===== config.mk =====
export PLATFORM = sky130hd
export DESIGN_NAME = uart_rx_swflow
export DESIGN_NICKNAME = d
export VERILOG_FILES = /design/src/rtl/uart_rx_swflow_pkg.sv /design/src/rtl/uart_rx_swflow_match.sv /design/src/rtl/uart_rx_swflow_flags.sv /design/src/rtl/uart_rx_swflow.sv
export SDC_FILE = /design/constraint.sdc
export NUM_CORES = 1
export LEC_CHECK = 0
export BUFFER_PORTS_ARGS = -buffer_cell sky130_fd_sc_hd__buf_2
export CAP_MARGIN = 20
export CORE_MARGIN = 2
export CORE_UTILIZATION = 44
export DETAILED_ROUTE_END_ITERATION = 10
export PLACE_DENSITY = 0.95
export SETUP_SLACK_MARGIN = 0.2
export SKIP_LAST_GASP = 1
export SLEW_MARGIN = 40
export SYNTH_ARGS = -nofsm -noshare
export SYNTH_HDL_FRONTEND = slang
export SYNTH_SLANG_ARGS = --single-unit

===== constraint.sdc =====
create_clock -name clk -period 2.5 [get_ports clk]
set_input_delay 0.25 -clock clk [delete_from_list [all_inputs] [get_ports clk]]
set_output_delay 0.25 -clock clk [all_outputs]
set_load 0.02 [all_outputs]

===== src/rtl/uart_rx_swflow_pkg.sv =====
package uart_rx_swflow_pkg;

  typedef enum logic [2:0] {
    RXM_OFF   = 3'd0,
    RXM_ONE   = 3'd1,
    RXM_TWO   = 3'd2,
    RXM_ANY   = 3'd3,
    RXM_SEQ   = 3'd4
  } rx_match_e;

  // Receive bits [1:0]; with both set, transmit bits [3:2] pick either-of vs sequence.
  function automatic rx_match_e decode_mode(input logic [3:0] ctl);
    rx_match_e m;
    unique case (ctl[1:0])
      2'b00: m = RXM_OFF;
      2'b10: m = RXM_ONE;
      2'b01: m = RXM_TWO;
      default: m = (ctl[3] ^ ctl[2]) ? RXM_ANY : RXM_SEQ;
    endcase
    return m;
  endfunction

endpackage


===== src/rtl/uart_rx_swflow_match.sv =====
module uart_rx_swflow_match
  import uart_rx_swflow_pkg::*;
#(
  parameter int DW = 8
) (
  input  logic          clk,
  input  logic          rst_n,
  input  rx_match_e     mode,
  input  logic          acc,
  input  logic [DW-1:0] din,
  input  logic [DW-1:0] on1,
  input  logic [DW-1:0] on2,
  input  logic [DW-1:0] off1,
  input  logic [DW-1:0] off2,
  output logic          off_hit,
  output logic          on_hit
);

  logic eq_on1, eq_on2, eq_off1, eq_off2;
  logic pend_off, pend_on;

  assign eq_on1  = (din == on1);
  assign eq_on2  = (din == on2);
  assign eq_off1 = (din == off1);
  assign eq_off2 = (din == off2);

  always_comb begin
    off_hit = 1'b0;
    on_hit  = 1'b0;
    unique case (mode)
      RXM_ONE: begin off_hit = eq_off1; on_hit = eq_on1; end
      RXM_TWO: begin off_hit = eq_off2; on_hit = eq_on2; end
      RXM_ANY: begin off_hit = eq_off1 | eq_off2; on_hit = eq_on1 | eq_on2; end
      RXM_SEQ: begin off_hit = pend_off & eq_off2; on_hit = pend_on & eq_on2; end
      default: ;
    endcase
  end

  // Memory of the previous accepted byte for two-byte sequence matching.
  always_ff @(posedge clk or negedge rst_n) begin
    if (!rst_n) begin
      pend_off <= 1'b0;
      pend_on  <= 1'b0;
    end else if (mode != RXM_SEQ) begin
      pend_off <= 1'b0;
      pend_on  <= 1'b0;
    end else if (acc) begin
      pend_off <= eq_off1;
      pend_on  <= eq_on1;
    end
  end

  a_r6_seq_off_needs_pend: assert property (@(posedge clk) disable iff (!rst_n)
    (mode == RXM_SEQ && off_hit) |-> pend_off);

  a_r7_off_mode_silent: assert property (@(posedge clk) disable iff (!rst_n)
    (mode == RXM_OFF) |-> (!off_hit && !on_hit));

endmodule


===== src/rtl/uart_rx_swflow_flags.sv =====
module uart_rx_swflow_flags
  import uart_rx_swflow_pkg::*;
(
  input  logic      clk,
  input  logic      rst_n,
  input  rx_match_e mode,
  input  logic      acc,
  input  logic      off_hit,
  input  logic      on_hit,
  input  logic      spec_hit,
  input  logic      clr,
  output logic      halt,
  output logic      stat
);

  always_ff @(posedge clk or negedge rst_n) begin
    if (!rst_n) begin
      halt <= 1'b0;
    end else if (mode == RXM_OFF) begin
      halt <= 1'b0;
    end else if (acc && off_hit) begin
      halt <= 1'b1;
    end else if (acc && on_hit) begin
      halt <= 1'b0;
    end
  end

  always_ff @(posedge clk or negedge rst_n) begin
    if (!rst_n)                stat <= 1'b0;
    else if (acc && spec_hit)  stat <= 1'b1;
    else if (clr)              stat <= 1'b0;
  end

  a_r8_halt_set: assert property (@(posedge clk) disable iff (!rst_n)
    (acc && off_hit && mode != RXM_OFF) |=> halt);

  a_r8_halt_clear: assert property (@(posedge clk) disable iff (!rst_n)
    (acc && on_hit && !off_hit) |=> !halt);

  a_r7_halt_forced_low: assert property (@(posedge clk) disable iff (!rst_n)
    (mode == RXM_OFF) |=> !halt);

  a_r12_status_sticky: assert property (@(posedge clk) disable iff (!rst_n)
    (stat && !clr) |=> stat);

  a_r10_status_set: assert property (@(posedge clk) disable iff (!rst_n)
    (acc && spec_hit) |=> stat);

endmodule


===== src/rtl/uart_rx_swflow.sv =====
module uart_rx_swflow
  import uart_rx_swflow_pkg::*;
#(
  parameter int DW = 8
) (
  input  logic          clk,
  input  logic          rst_n,
  input  logic [3:0]    flow_ctrl,
  input  logic          spec_en,
  input  logic [DW-1:0] xon1_chr,
  input  logic [DW-1:0] xon2_chr,
  input  logic [DW-1:0] xoff1_chr,
  input  logic [DW-1:0] xoff2_chr,
  input  logic          in_valid,
  output logic          in_ready,
  input  logic [DW-1:0] in_data,
  output logic          out_valid,
  input  logic          out_ready,
  output logic [DW-1:0] out_data,
  output logic          tx_halt,
  output logic          xoff_irq,
  output logic          spec_irq,
  output logic          spec_status,
  input  logic          status_clr
);

  rx_match_e mode;
  logic      acc, off_hit, on_hit, spec_hit, drop;

  assign mode     = decode_mode(flow_ctrl);
  assign in_ready = out_ready;
  assign acc      = in_valid & out_ready;
  assign spec_hit = spec_en & (in_data == xoff2_chr);
  assign drop     = off_hit | on_hit;

  assign out_valid = in_valid & ~drop;
  assign out_data  = in_data;
  assign xoff_irq  = acc & off_hit;
  assign spec_irq  = acc & spec_hit;

  uart_rx_swflow_match #(.DW(DW)) u_match (
    .clk     (clk),
    .rst_n   (rst_n),
    .mode    (mode),
    .acc     (acc),
    .din     (in_data),
    .on1     (xon1_chr),
    .on2     (xon2_chr),
    .off1    (xoff1_chr),
    .off2    (xoff2_chr),
    .off_hit (off_hit),
    .on_hit  (on_hit)
  );

  uart_rx_swflow_flags u_flags (
    .clk      (clk),
    .rst_n    (rst_n),
    .mode     (mode),
    .acc      (acc),
    .off_hit  (off_hit),
    .on_hit   (on_hit),
    .spec_hit (spec_hit),
    .clr      (status_clr),
    .halt     (tx_halt),
    .stat     (spec_status)
  );

  a_r9_xoff_not_written: assert property (@(posedge clk) disable iff (!rst_n)
    xoff_irq |-> !out_valid);

  a_r13_no_spec_when_off: assert property (@(posedge clk) disable iff (!rst_n)
    !spec_en |-> !spec_irq);

  a_r2_irq_needs_accept: assert property (@(posedge clk) disable iff (!rst_n)
    (xoff_irq || spec_irq) |-> (in_valid && in_ready));

endmodule


; After elaboration in Yosys (flattened, before gate mapping)
; Index checks and enable logic that the tools add are counted.
[totals]
reg_bits = 4
latch_bits = 0
ram_bits = 0
mem_bits_ro = 0
output_inout_bits = 14
n_memories = 0
[classes]
add_sub_neg = 0
multipliers = 0
n_div = 0
n_lt_le_gt_ge = 0
eq_ne = 11
n_shift = 0
muxes = 13
n_bitwise = 12
n_reduce_logical = 8
[ops]
columns = op, count
row1 = equality test 8 bit, 4
row2 = two-way mux 1 bit, 9
row3 = case mux 3 bit (3 select lines), 1
row4 = case mux 1 bit (4 select lines), 2
row5 = bitwise AND 1 bit, 7
row6 = equality test 3 x 2 -> 1 bit (second input constant), 2
row7 = nonzero test 2 bit, 2
row8 = equality test 3 x 1 -> 1 bit (second input constant), 1
row9 = equality test 3 bit (second input constant), 1
row10 = logical AND 1 bit, 3
row11 = logical NOT 3 bit, 1
row12 = two-way mux 3 bit, 1
row13 = inequality test 3 bit (second input constant), 1
row14 = bitwise OR 1 bit, 3
row15 = nonzero test 3 bit, 1
row16 = equality test 2 x 1 -> 1 bit (second input constant), 1
row17 = equality test 2 bit (second input constant), 1
row18 = logical NOT 2 bit, 1
row19 = inverter 1 bit, 1
row20 = XOR 1 bit, 1

; Depth between registers and ports, before layout
[depth]
ltp_word = 9
ltp_mapped = 6
depth_no_buf = 5

; Modules after synthesis
; Synthesis repeated with hierarchy kept, for this count alone.
[hier_totals]
hier_cells = 102
area_unflattened_um2 = 805.8
[modules_own_cells]
columns = mod, n_inst, cells_each, area_per_inst_um2
row1 = uart_rx_swflow_match, 1, 60, 481.7
row2 = uart_rx_swflow, 1, 33, 234.0
row3 = uart_rx_swflow_flags, 1, 9, 90.1

; Worst setup path before layout
; No wires, ideal clock.
[synth_path]
kind = input to output
from = in flow_ctrl[2]
to = out out_valid
arrival_time_ns = 1.458
required_time_ns = 2.250
path_slack_ns = 0.792
stages = 5
n_path_buf = 0
cell_sequence = xor2_1 -> nor3b_2 -> nor4b_2 -> a2111o_1 -> a21boi_1
[synth_between]
elab_chain_len = 8
elab_cells_between_ends = 12
classes_between = eq/ne: 4 / mux: 4 / bitwise: 4
[synth_rtl]
columns = item, line
row1 = from (decl), uart_rx_swflow.sv:8  ; input logic [3:0] flow_ctrl,
row2 = XOR 1 bit (*), uart_rx_swflow_pkg.sv:18  ; default: m = (ctl[3] ^ ctl[2]) ? RXM_ANY : RXM_SEQ;
row3 = two-way mux 3 bit (*), uart_rx_swflow_pkg.sv:18
row4 = case mux 3 bit (3 select lines) (*), uart_rx_swflow_pkg.sv:14  ; unique case (ctl[1:0])
row5 = equality test 3 bit (tied with other cells), uart_rx_swflow_match.sv:30  ; unique case (mode)
row6 = case mux 1 bit (4 select lines), uart_rx_swflow_match.sv:30
row7 = bitwise OR 1 bit (*), uart_rx_swflow.sv:34  ; assign drop = off_hit | on_hit;
row8 = inverter 1 bit (*), uart_rx_swflow.sv:36  ; assign out_valid = in_valid & ~drop;
row9 = bitwise AND 1 bit (*), uart_rx_swflow.sv:36
row10 = to (decl), uart_rx_swflow.sv:17  ; output logic out_valid,
; Mark *: on every way between the ends. The rest lies on a longest branch, timed or not.

; Final worst setup path
[layout_path]
from = reg u_match.pend_off
to = out out_valid
[layout_between]
elab_chain_len = 5
[layout_rtl]
columns = item, line
row1 = from (decl), uart_rx_swflow_match.sv:20  ; logic pend_off, pend_on;
row2 = from (signal assigned), uart_rx_swflow_match.sv:48  ; pend_off <= eq_off1;
row3 = bitwise AND 1 bit, uart_rx_swflow_match.sv:34  ; RXM_SEQ: begin off_hit = pend_off & eq_off2; on_hit = pend_on & eq_on2; end
row4 = case mux 1 bit (4 select lines), uart_rx_swflow_match.sv:30
row5 = bitwise OR 1 bit, uart_rx_swflow.sv:34
row6 = inverter 1 bit, uart_rx_swflow.sv:36
row7 = bitwise AND 1 bit, uart_rx_swflow.sv:36
; Every way passes these cells.

==> metrics.md <==
| Metric | Value |
|---|---|
| Outcome | `finished clean` |
| Syn nets | `145` |
| Sum Neg Setup Slack | `0 ps` |
| Slew Viols, Final | `0` |
| Slew margin rel. | `roughly three quarters` |
| Highest Clock Rate | `about 520 MHz` |
| Fin nets | `197` |
| Hold Crit Class | `primary input to flop` |
| Gpl congestion | `just over 0.9` |
| Number of cell rows | `16` |
| Period utilization | `77.3%` |
| H-tree lvl count | `1` |
| DRC violations left | `0` |
| Most common cell after layout, fill and taps aside | `buf_2` |
| Filler cells | `189` |
| CTS root buffer | `clkbuf_4` |
| Unique masters post-synth | `29` |
| Final setup vio count | `0` |
| Post-Synthesis Cell Area | `between 800 and 900 sq um` |
| Final min period | `1930 ps` |
| CP endpoint kind | `output pin` |
| Total Routing Usage GR | `roughly 18%` |
| Dpl hpwl | `1.88 mm` |
| Post-synth EDFFs | `0` |
| Iter 0 DRT Violations | `28` |
| Post-cts sizing count | `0` |
| Worst Path Required | `around 2300 ps` |
| Met2 GRT Util | `36.3%` |
| Critical path type | `flop to output pin` |
| Area Growth Syn to Fin | `27.0%` |
| Routed Antenna Nets | `0` |
| Io pins | `64` |
| I/O Buffers | `63` |
| Die W | `48.9 um` |
| CP Launch Type | `flop` |
| Crit path max fanout | `3` |
| Setup Skew | `roughly 3.5 ps` |
| Worst-Skew Late Latency | `approximately 240 ps` |
| Mapped Cells | `95` |
| Fin area | `0.00113 sq mm` |
| M3 GR Usage | `2.76%` |
| Crit-path cells | `nor3b_2 -> nor4b_2 -> a2111o_1 -> a21boi_1 -> buf_2` |
| Leak | `0.505 nW` |
| Gr ovfl total | `0` |
| Syn_area_per_cell | `~9.4 sq um` |
| Main synth FF type | `dfrtp_1` |
| Share of layout cells above drive strength 1 | `53.8%` |
| Vias per inst | `4.97` |
| RSZ-0062 raised after global routing | `false` |
| TritonCTS Sinks | `4` |
| Vias in the first global route | `873` |
| DIE AREA | `0.00239 sq mm` |
| Most frequent cells in the layout | `buf_2, xnor2_1, nand4_1, nor2_1, nand2_1` |
| Worst EP arrival | `1680 ps` |
| TritonCTS Buffers | `3` |
| Register area share after synthesis | `between 10% and 20%` |
| Hold Violations, Final | `0` |
| Reg clk slew, reported paths | `40 ps` |
| Worst-margin pin slew | `between 300 and 400 ps` |
| Flip-flop and latch area | `100 sq um` |
| Initial antenna violation count | `0` |
| Worst path max stage delay | `around 400 ps` |
| CTS tree | `yes` |
| Max-cap violations | `0` |
| Worst path slowest cell | `dfrtp_1` |
| Pwr dens | `287 mW/mm^2` |
| WL final | `2.16 mm` |
| Peak supply drop | `0.151 mV` |
| Core Box Area | `0.00194 sq mm` |
| GRT busiest layer | `met2` |
| Async set or reset register ratio after synthesis | `100%` |
| Largest net degree at the start of global routing | `8` |
| First-pass DRT Iterations | `4` |
| Multi-input gate area | `around 640 sq um` |
| Avg WL per Cell | `12.5 um` |
| GR Util met1 | `a little under a fifth` |
| Initial core utilization | `45.7%` |
| N_diodes | `0` |
| First-pass GRT wire length | `roughly 3.4 mm` |
| Die H | `48.9 um` |
| Vias post-DR | `855` |
| Dpl cell area | `0.00110 sq mm` |
| Flops & latches, synth | `4` |
| Synth warn | `0` |
| CTS max path bufs | `2` |
==> through the flow <==
step | worst slack [ps] | util, % | hold slack [ps] | std cells | power (mW)
after floorplan | 792 | - | -45.6 | 95 | 0.193
after global placement | 693 | 56.4 | 54.0 | 168 | 0.236
after detailed placement | 647 | 56.4 | 62.6 | 168 | 0.241
after CTS | 590 | 58.1 | 280 | 172 | 0.325
after global routing | 485 | 58.1 | 303 | 172 | 0.342
final | 567 | 58.1 | 277 | 172 | 0.324
==> cell usage after synthesis, types with 2 or more instances <==
master | count | area share (%)
nand2_1 | 5 | 2.1
buf_6 | 5 | 6.3
nor2_1 | 6 | 2.5
nor3_1 | 3 | 1.7
nand4_1 | 6 | 4.2
buf_4 | 10 | 8.5
dfrtp_1 | 4 | 11
a21oi_1 | 2 | 1.1
xnor2_1 | 29 | 29
xnor2_4 | 4 | 12
nor3b_2 | 2 | 2.8
buf_2 | 2 | 1.1
==> report_power, final <==
group	switching [mW]	leakage [nW]	internal, mW
sequential	0.0000715	0.0559	0.0652
clock	0.0289	0.0138	0.0539
combinational	0.0859	0.436	0.0900
total	0.115	0.505	0.209
==> kinds of logic (layout without fill, tap and decap cells) <==
| logic type | after synthesis | count (layout) | synth area share (%) |
|---|---|---|---|
| flops | 4 | 4 | 11.3 |
| compound gates | 10 | 10 | 8.73 |
| xor+xnor | 34 | 34 | 42.0 |
| simple gates | 29 | 29 | 21.7 |
| buf+inv | 18 | 68 | 16.3 |
==> final cells by class <==
cell class,count,share of cell area (%)
Clock buffer,3,2.00
Inverter,1,0.333
Multi-Input combinational cell,73,57.0
Sequential cell,4,8.87
Tap cell,27,2.99
Timing Repair Buffer,64,28.8
==> flip-flops by register name, summed over array words and instances (netlist names) <==
register and count:
u_flags.stat 1, u_match.pend_off 1, u_match.pend_on 1, u_flags.halt 1
==> worst paths after layout <==
path / start / end / slack, ps / cells after the start
max in group asynchronous: rst_n / u_match.pend_on$_DFFE_PN0P_ / 1960 / 2
setup / recovery: u_match.pend_off$_DFFE_PN0P_ / out_valid / 570 / 5
min in group asynchronous: rst_n / u_flags.halt$_DFFE_PN0P_ / 410 / 2
hold / removal: status_clr / u_flags.stat$_DFFE_PN0P_ / 280 / 3
hold reg to reg: u_flags.stat$_DFFE_PN0P_ / u_flags.stat$_DFFE_PN0P_ / 480 / 1
setup reg to reg: u_match.pend_off$_DFFE_PN0P_ / u_flags.halt$_DFFE_PN0P_ / 1110 / 4
==> critical path, delay by kind of cell, from the launching register on <==
kind            cells  cell delay, ps
simple gates        2             320
flops               1             400
compound gates      2             540
buf+inv             1             180
==> repair_timing <==
action,4_1_cts,5_1_grt
hold buffers,1,0
buffers inserted,0,0
hold endpoints to repair,4,0
==> metal layers <==
| layer | vias to the layer above | part of all wire (%) |
|---|---|---|
| met5 | - | 0 |
| met4 | 0 | 1.4 |
| met3 | 4 | 9.2 |
| met2 | 57 | 55 |
| met1 | 380 | 34 |
| li1 | 414 | - |
Note: power is estimated with default switching activity, not from simulation.
